`config.mk`:
```
export PLATFORM = sky130hd
export DESIGN_NAME = capture_ctrl
export DESIGN_NICKNAME = d
export VERILOG_FILES = /design/src/rtl/capture_ctrl.sv
export SDC_FILE = /design/constraint.sdc
export NUM_CORES = 1
export LEC_CHECK = 0
export ABC_AREA = 1
export BUFFER_PORTS_ARGS = -buffer_cell sky130_fd_sc_hd__clkbuf_2
export CORE_MARGIN = 2
export CORE_UTILIZATION = 56
export DETAILED_ROUTE_END_ITERATION = 8
export PLACE_DENSITY_LB_ADDON = 0.3
export SYNTH_ARGS = -nofsm -noshare
export SYNTH_HDL_FRONTEND = slang
export SYNTH_SLANG_ARGS = --single-unit
```
`constraint.sdc`:
```
create_clock -name clk -period 1.7 [get_ports clk]
set_input_delay 0.255 -clock clk [delete_from_list [all_inputs] [get_ports clk]]
set_output_delay 0.255 -clock clk [all_outputs]
set_load 0.03 [all_outputs]
```
`src/rtl/capture_ctrl.sv`:
```
module capture_ctrl #(
  parameter int DEPTH = 16,
  localparam int AW = (DEPTH > 1) ? $clog2(DEPTH) : 1,
  localparam int CW = $clog2(DEPTH + 1)
) (
  input  logic          clk,
  input  logic          rst_n,
  input  logic          start_req,
  input  logic          stop_req,
  input  logic          cfg_we,
  input  logic [1:0]    cfg_mode,
  input  logic [AW-1:0] cfg_loc,
  input  logic          trig_i,
  output logic [1:0]    state_o,
  output logic [AW-1:0] rd_ptr_o,
  output logic [AW-1:0] wr_addr_o,
  output logic          wr_en_o
);

  typedef enum logic [1:0] {S_IDLE = 2'd0, S_FILL = 2'd1, S_ARMED = 2'd2, S_DONE = 2'd3} state_t;

  localparam logic [1:0] M_ONESHOT = 2'd0;
  localparam logic [1:0] M_SPARSE  = 2'd1;
  localparam logic [1:0] M_FREE    = 2'd2;

  state_t        st;
  logic [1:0]    mode_r;
  logic [AW-1:0] loc_r;
  logic [AW-1:0] wptr, rptr;
  logic [CW-1:0] cnt;
  logic          seen, start_q, stop_q;

  logic          start_rise, stop_rise, fire, run_last, fill_last;
  logic [AW-1:0] ptr_next;
  logic [CW-1:0] target;

  assign start_rise = start_req & ~start_q;
  assign stop_rise  = stop_req & ~stop_q;
  assign ptr_next   = (wptr == AW'(DEPTH - 1)) ? '0 : wptr + 1'b1;
  assign target     = (mode_r == M_ONESHOT) ? CW'(DEPTH) - CW'(loc_r) : CW'(DEPTH);

  always_comb begin
    fire = 1'b0;
    if (st == S_ARMED) begin
      case (mode_r)
        M_FREE:   fire = 1'b1;
        M_SPARSE: fire = trig_i;
        default:  fire = seen | trig_i;
      endcase
    end
  end

  assign run_last  = fire && (cnt + 1'b1 == target);
  assign fill_last = (st == S_FILL) && (cnt + 1'b1 == CW'(loc_r));
  assign wr_en_o   = ~stop_rise & ((st == S_FILL) |
                     ((st == S_ARMED) & ((mode_r != M_SPARSE) | trig_i)));
  assign state_o   = st;
  assign wr_addr_o = wptr;
  assign rd_ptr_o  = rptr;

  always_ff @(posedge clk) begin
    if (!rst_n) begin
      st      <= S_IDLE;
      mode_r  <= M_ONESHOT;
      loc_r   <= AW'(DEPTH / 2);
      wptr    <= '0;
      rptr    <= '0;
      cnt     <= '0;
      seen    <= 1'b0;
      start_q <= 1'b0;
      stop_q  <= 1'b0;
    end else begin
      start_q <= start_req;
      stop_q  <= stop_req;
      if (cfg_we && st == S_IDLE) begin
        if (cfg_mode != 2'd3) mode_r <= cfg_mode;
        if (32'(cfg_loc) < 32'(DEPTH)) loc_r <= cfg_loc;
      end
      if (wr_en_o) wptr <= ptr_next;
      if (stop_rise) begin
        st   <= S_IDLE;
        seen <= 1'b0;
      end else begin
        case (st)
          S_IDLE: if (start_rise) begin
            wptr <= '0;
            cnt  <= '0;
            seen <= 1'b0;
            st   <= (mode_r == M_ONESHOT && loc_r != '0) ? S_FILL : S_ARMED;
          end
          S_FILL: begin
            cnt <= cnt + 1'b1;
            if (fill_last) begin
              cnt <= '0;
              st  <= S_ARMED;
            end
          end
          S_ARMED: begin
            if (mode_r == M_ONESHOT && trig_i) seen <= 1'b1;
            if (fire) cnt <= cnt + 1'b1;
            if (run_last) begin
              st   <= S_DONE;
              rptr <= ptr_next;
            end
          end
          default: ;
        endcase
      end
    end
  end

  p_quiet_r1: assert property (@(posedge clk) disable iff (!rst_n)
    (st == S_IDLE || st == S_DONE) |-> !wr_en_o);

  p_idle_hold_r2: assert property (@(posedge clk) disable iff (!rst_n)
    (st == S_IDLE && !start_rise) |=> st == S_IDLE);

  p_done_hold_r2: assert property (@(posedge clk) disable iff (!rst_n)
    (st == S_DONE && !stop_rise) |=> st == S_DONE);

  p_abort_r3: assert property (@(posedge clk) disable iff (!rst_n)
    stop_rise |=> st == S_IDLE);

  p_fill_exit_r4: assert property (@(posedge clk) disable iff (!rst_n)
    (st == S_FILL && !stop_rise) |=> (st == S_FILL || st == S_ARMED));

  p_addr_range_r8: assert property (@(posedge clk) disable iff (!rst_n)
    32'(wr_addr_o) < 32'(DEPTH));

  p_wrap_r8: assert property (@(posedge clk) disable iff (!rst_n)
    (wr_en_o && wr_addr_o == AW'(DEPTH - 1)) |=> wr_addr_o == '0);

  p_rptr_hold_r9: assert property (@(posedge clk) disable iff (!rst_n)
    (st == S_DONE && !stop_rise) |=> $stable(rd_ptr_o));

endmodule

```
; ---- After elaboration in Yosys (flattened, before gate mapping)
; Index checks and enable logic that the tools add are counted.
[word_totals]
register_bits = 24
in_bits = 12
output_inout_bits = 11
wordCells = 73
[op_classes]
addsub = 3
eq_ne = 14
muxes = 20
bitwise = 11
reduce_logical = 16
[op_table]
columns = operator, count
row1 = two-way mux 4 bit, 5
row2 = two-way mux 5 bit, 4
row3 = one-hot mux 5 bit (3 select lines), 1
row4 = != test 2 bit (second input constant), 5
row5 = two-way mux 2 bit, 4
row6 = AND reduction 4 bit, 2
row7 = one-hot mux 2 bit (3 select lines), 1
row8 = AND reduction 3 bit, 2
row9 = adder 5 x 1 -> 5 bit (second input constant), 1
row10 = equality test 5 x 4 -> 1 bit, 1
row11 = equality test 5 bit, 1
row12 = logical AND 1 bit, 5
row13 = subtractor 5 x 4 -> 5 bit (first input constant), 1
row14 = adder 4 x 1 -> 4 bit (second input constant), 1
row15 = AND 1 bit, 4
row16 = equality test 2 x 1 -> 1 bit (second input constant), 2
row17 = equality test 2 bit (second input constant), 2
row18 = equality test 4 bit (second input constant), 1
row19 = zero test 2 bit, 2
row20 = != test 2 x 1 -> 1 bit (second input constant), 2
row21 = NOT 1 bit, 4
row22 = one-hot mux 1 bit (2 select lines), 2
row23 = nonzero test 4 bit, 1
row24 = two-way mux 1 bit, 3
row25 = other kinds (5), 7

; ---- Depth between registers and ports, before layout
[depth]
depth_word = 9
mapped_depth = 14
mapped_depth_nobuf = 13

; ---- Worst setup path before layout
; Ideal clock, no wire load.
[synth_timing]
path_type = register to register
start = register st[0] (netlist: state_o[0])
end = register wptr[0] (netlist: wr_addr_o[0])
setup_time_ns = 0.137
arrival_time_ns = 1.592
required_time_ns = 1.563
slack_ns = -0.029
path_stages_with_launch = 9
path_buffers = 0
synth_period_minus_slack_ns = 1.729
cell_sequence = dfxtp_1 inv_1 ha_1 inv_1 a21oi_1 o21ai_1 inv_2 nor2_1 a211oi_1
[synth_between]
elab_chain_cells = 8
elab_cells_between_ends = 10
classes_between = eq/ne (2) / mux (4) / bitwise (3) / reduce/logical (1)
[synth_rtl]
columns = item, line
row1 = start: declaration, 26  ; state_t st;
row2 = start signal: assignment, 89  ; st <= (mode_r == M_ONESHOT && loc_r != '0) ? S_FILL : S_ARMED;
row3 = equality test 2 bit, 56  ; ((st == S_ARMED) & ((mode_r != M_SPARSE) | trig_i)));
row4 = AND 1 bit, 56
row5 = OR 1 bit *, 55  ; assign wr_en_o = ~stop_rise & ((st == S_FILL) |
row6 = AND 1 bit *, 55
row7 = net wr_en_o, 17  ; output logic wr_en_o
row8 = two-way mux 4 bit *, 79  ; if (wr_en_o) wptr <= ptr_next;
row9 = two-way mux 4 bit, 85  ; S_IDLE: if (start_rise) begin
row10 = two-way mux 4 bit, 84  ; case (st)
row11 = two-way mux 4 bit *, 80  ; if (stop_rise) begin
row12 = end signal: assignment, 79
row13 = end: declaration, 29  ; logic [AW-1:0] wptr, rptr;
; The timed path passes the listed nets; every way through them passes the cells marked *.
; A chain may end at the register's enable or synchronous reset.

; ---- Worst setup path in the final report
[layout_timing]
start = register mode_r[0]
end = register rptr[2] (netlist: rd_ptr_o[2])
[layout_between]
elab_chain_cells = 5
elab_cells_between_ends = 9
classes_between = eq/ne (3) / mux (3) / reduce/logical (3)
[layout_rtl]
columns = item, line
row1 = start: declaration, 27  ; logic [1:0] mode_r;
row2 = start signal: assignment, 76  ; if (cfg_mode != 2'd3) mode_r <= cfg_mode;
row3 = "equality test 2 x 1 -> 1 bit, or another cell as far along", 45  ; case (mode_r)
row4 = one-hot mux 1 bit (2 select lines) or two-way mux 5 bit (tied branches), "45, 40"
row5 = two-way mux 1 bit or equality test 5 bit (tied branches), "44, 53"
row6 = logical AND 1 bit *, 53  ; assign run_last = fire && (cnt + 1'b1 == target);
row7 = AND reduction 3 bit (no source line) *, --
row8 = end signal: assignment, 103  ; rptr <= ptr_next;
row9 = end: declaration, 29
; Mark *: on every way between the ends. The rest lies on a longest branch, timed or not.

==> metrics.md <==
| Metric | Value |
|---|---|
| Outcome | finished with violations |
| Failing checks | negative setup slack |
| Critical path class | flop to flop |
| P_int | 1.33 mW |
| PnR Total Power | 2.25 mW |
| Post-Synth XOR/XNOR Area | 0.00554 |
| First-pass GRT wire length | 6040 um |
| Share of post-route cells with drive strength above 1 | 0.370 |
| Synth top cells by count | 55 x nand2_1, 32 x inv_1, 24 x dfxtp_1, 22 x nand3_1, 20 x nor2_1 |
| Number of global-route vias before repair | 1,417 |
| Final Hold Vio Count | 0 |
| Routability cong. | 0.873 |
| Main combinational cell family by area after synthesis | simple AND/OR/NAND/NOR gates |
| CP Max Fanout | 7 |
| Peak VDD IR | just over 0.9 mV |
| Post-synthesis mux area share | 0 |
| Gr ovfl total | 0 |
| Net Sw Frac | 0.409 |
| Net count, final | approximately 300 |
| DRC viols | 0 |
| CTS tree | built |
| Post-synthesis adder-cell area fraction | 0.0792 |
| Post-DRT Antenna Nets | 0 |
| Pwr/cell area | 1110 nW/um2 |
| Clk sink count | 24 |
| Synth-to-Final Area Change | 28.3% |
| Hold Path Class | input pin to flop |
| Final Non-Filler Cells | around 310 |
| Clk pwr share | 0.186 |
| Post-synth top area cell | dfxtp_1 |
| Cells after Synth | between 200 and 250 |
| Data required, critical path | 1.93 ns |
| Synth Flop Type | dfxtp_1 |
| CP Capture Type | flop |
| Yosys warnings | 0 |
| Diode count | 0 |
| Critical Path AT | 1.95 ns |
| Asr flop ratio synth | 0 |
| Slew headroom | 0.769 |
| Largest net degree at the start of global routing | 17 |
| CTS buffer count | 3 |
| Chip width | 57.1 um |
| Fmax | 581 MHz |
| Die area | around 3300 um2 |
| RSZ-0062 raised after global routing | true |
| CP startpoint kind | flop |
| Vias post-DR | 1,621 |
| DP Area | 1780 um2 |
| Setup TNS | -0.0428 ns |
| Post-synth cell types | 32 |
| GRT Overall Usage | 0.231 |
| Reg power frac | 0.321 |
| Vias per cell | between 5 and 6 |
| Site Rows | 19 |
| Complex-gate fraction of the synthesized area | 0.136 |
| Clock Skew | between 0.007 and 0.008 ns |
| Core area | 2710 um2 |
| Leakage Power | 0.958 nW |
| Chip height | around 57 um |
| Slew Limit Fails | 0 |
| HPWL after DPL | 2620 um |
| Worst Setup Slack, final | -0.0226 ns |
| Initial Util | 0.583 |
| Routed len/inst | 12.4 um |
| Final Instance Area | 2030 um2 |
| Antenna violations before repair | 0 |
| IO Pins | 23 |
| Net Count, Synth | 257 |
| Yosys reg bits | 24 |
| Synth Area in Simple Gates | 0.359 |
| Clock tree root driver cell | clkbuf_4 |
| Port bufs | 22 |
| Comb pwr share | 0.493 |
| Skew-Pair Late Insertion Delay | about 0.32 ns |
| Htree depth | 1 |
| Clock Path Buffers | 2 |
| Placed cells | 296 |
| Count leader, synth | nand2_1 |
| Smallest hold slack | 0.126 ns |
| Drt pass-1 iters | 4 |
| 1st-iter DRT viols | 82 |
| Register area share after synthesis | 0.304 |
| Post-synth top area share | 0.304 |
| Reg clk slew, reported paths | 0.14 ns |
| Post-route minimum period | 1.72 ns |
| Worst-Margin Slew | approximately 0.35 ns |
| Syn_area_per_cell | between 6 and 7 um2 |
| Final wirelength | 3820 um |
| Post-Syn Area | 1580 um2 |
| Post-synth EDFFs | 0 |
| MaxCap Viol Count | 0 |
| Most area-consuming cells after synthesis | dfxtp_1 30%, nand2_1 13%, ha_1 7.9%, inv_1 7.6%, nand3_1 7.0% |
| Final setup vio count | 3 |
| Tcrit/Tclk final | 1.01 |
| Sw Pwr | 922 uW |
[state kept, by name, summed over array words and instances (netlist names)]
register / cells
cnt: 5
loc_r: 4
mode_r: 2
rd_ptr_o: 4
seen: 1
start_q: 1
state_o: 2
stop_q: 1
wr_addr_o: 4
[metrics by stage]
step                      setup WS (ns)  utilization
after detailed placement        -0.0434        0.658
after global placement           0.0455        0.658
after floorplan                  0.0664            -
final                           -0.0226        0.748
after global routing             -0.121        0.748
after CTS                       0.00840        0.707
[per-layer routing]
layer	global-route usage	wire length, um
met5	0	0
met1	0.324	1720
met2	0.371	1820
met4	0.0797	91
met3	0.0249	196
[cell type report]
type	count	area, um2
repair buffers	41	265
fillers	212	683
flip-flops and latches	24	494
well taps	31	38.8
multi-input cells	168	1030
clock buffers	3	22.5
clock inverters	1	30.0
inverters	39	146
[worst paths after layout]
check                           cells after the start  slack [ns]     endpoint      start
worst min register to register                      2        0.50       cnt[4]     cnt[4]
worst max-delay path                               13       -0.02  rd_ptr_o[2]  mode_r[0]
worst min-delay path                                3        0.13      start_q  start_req
worst max register to register                     13       -0.02  rd_ptr_o[2]  mode_r[0]
[worst max-delay path: stages (launching register included)]
cell and delay, ns:
dfxtp_2 0.37, inv_2 0.06, ha_4 0.27, nor2_2 0.04, nand2_1 0.07, nand2_2 0.06
nor2_2 0.12, nand2_2 0.08, nor2_4 0.13, nand3_4 0.11, nor2_8 0.15, nand2_2 0.07
nand2_2 0.06, nor2_1 0.04
[placed cells by master, fill, tap and decap left out, types with 2 or more instances in the layout]
master / instances
a211oi_1: 3
a21oi_1: 17
buf_4: 18
clkbuf_2: 21
clkbuf_4: 3
dfxtp_1: 15
dfxtp_2: 8
ha_1: 3
ha_2: 3
ha_4: 4
inv_1: 27
inv_2: 12
nand2_1: 49
nand2_2: 11
nand3_1: 21
nand3_2: 2
nand4_1: 5
nor2_1: 16
nor2_2: 6
nor2_4: 2
o21ai_0: 8
o21ai_4: 2
[kinds of logic after synthesis]
group / Yosys count
simple gates: 119
buf+inv: 43
compound gates: 38
flops: 24
fa+ha+maj: 10
xor+xnor: 1
[power by group through the flow]
stage          clock network (mW)  registers, mW  logic, mW
2_1_floorplan                   0          0.749      0.650
3_3_place_gp                    0          0.721      0.906
3_5_place_dp                    0          0.724      0.918
4_1_cts                     0.432          0.717      0.993
5_1_grt                     0.447          0.733       1.23
6_report                    0.419          0.722       1.11
[what timing repair did]
action	4_1_cts	5_1_grt
hold buffers	0	0
setup buffers	3	4
endpoints found under the setup margin	7	10
pin swaps	2	16
gates cloned	0	0
gates resized for setup	20	22
endpoints found under the hold margin	0	0
(Power assumes the default switching activity.)
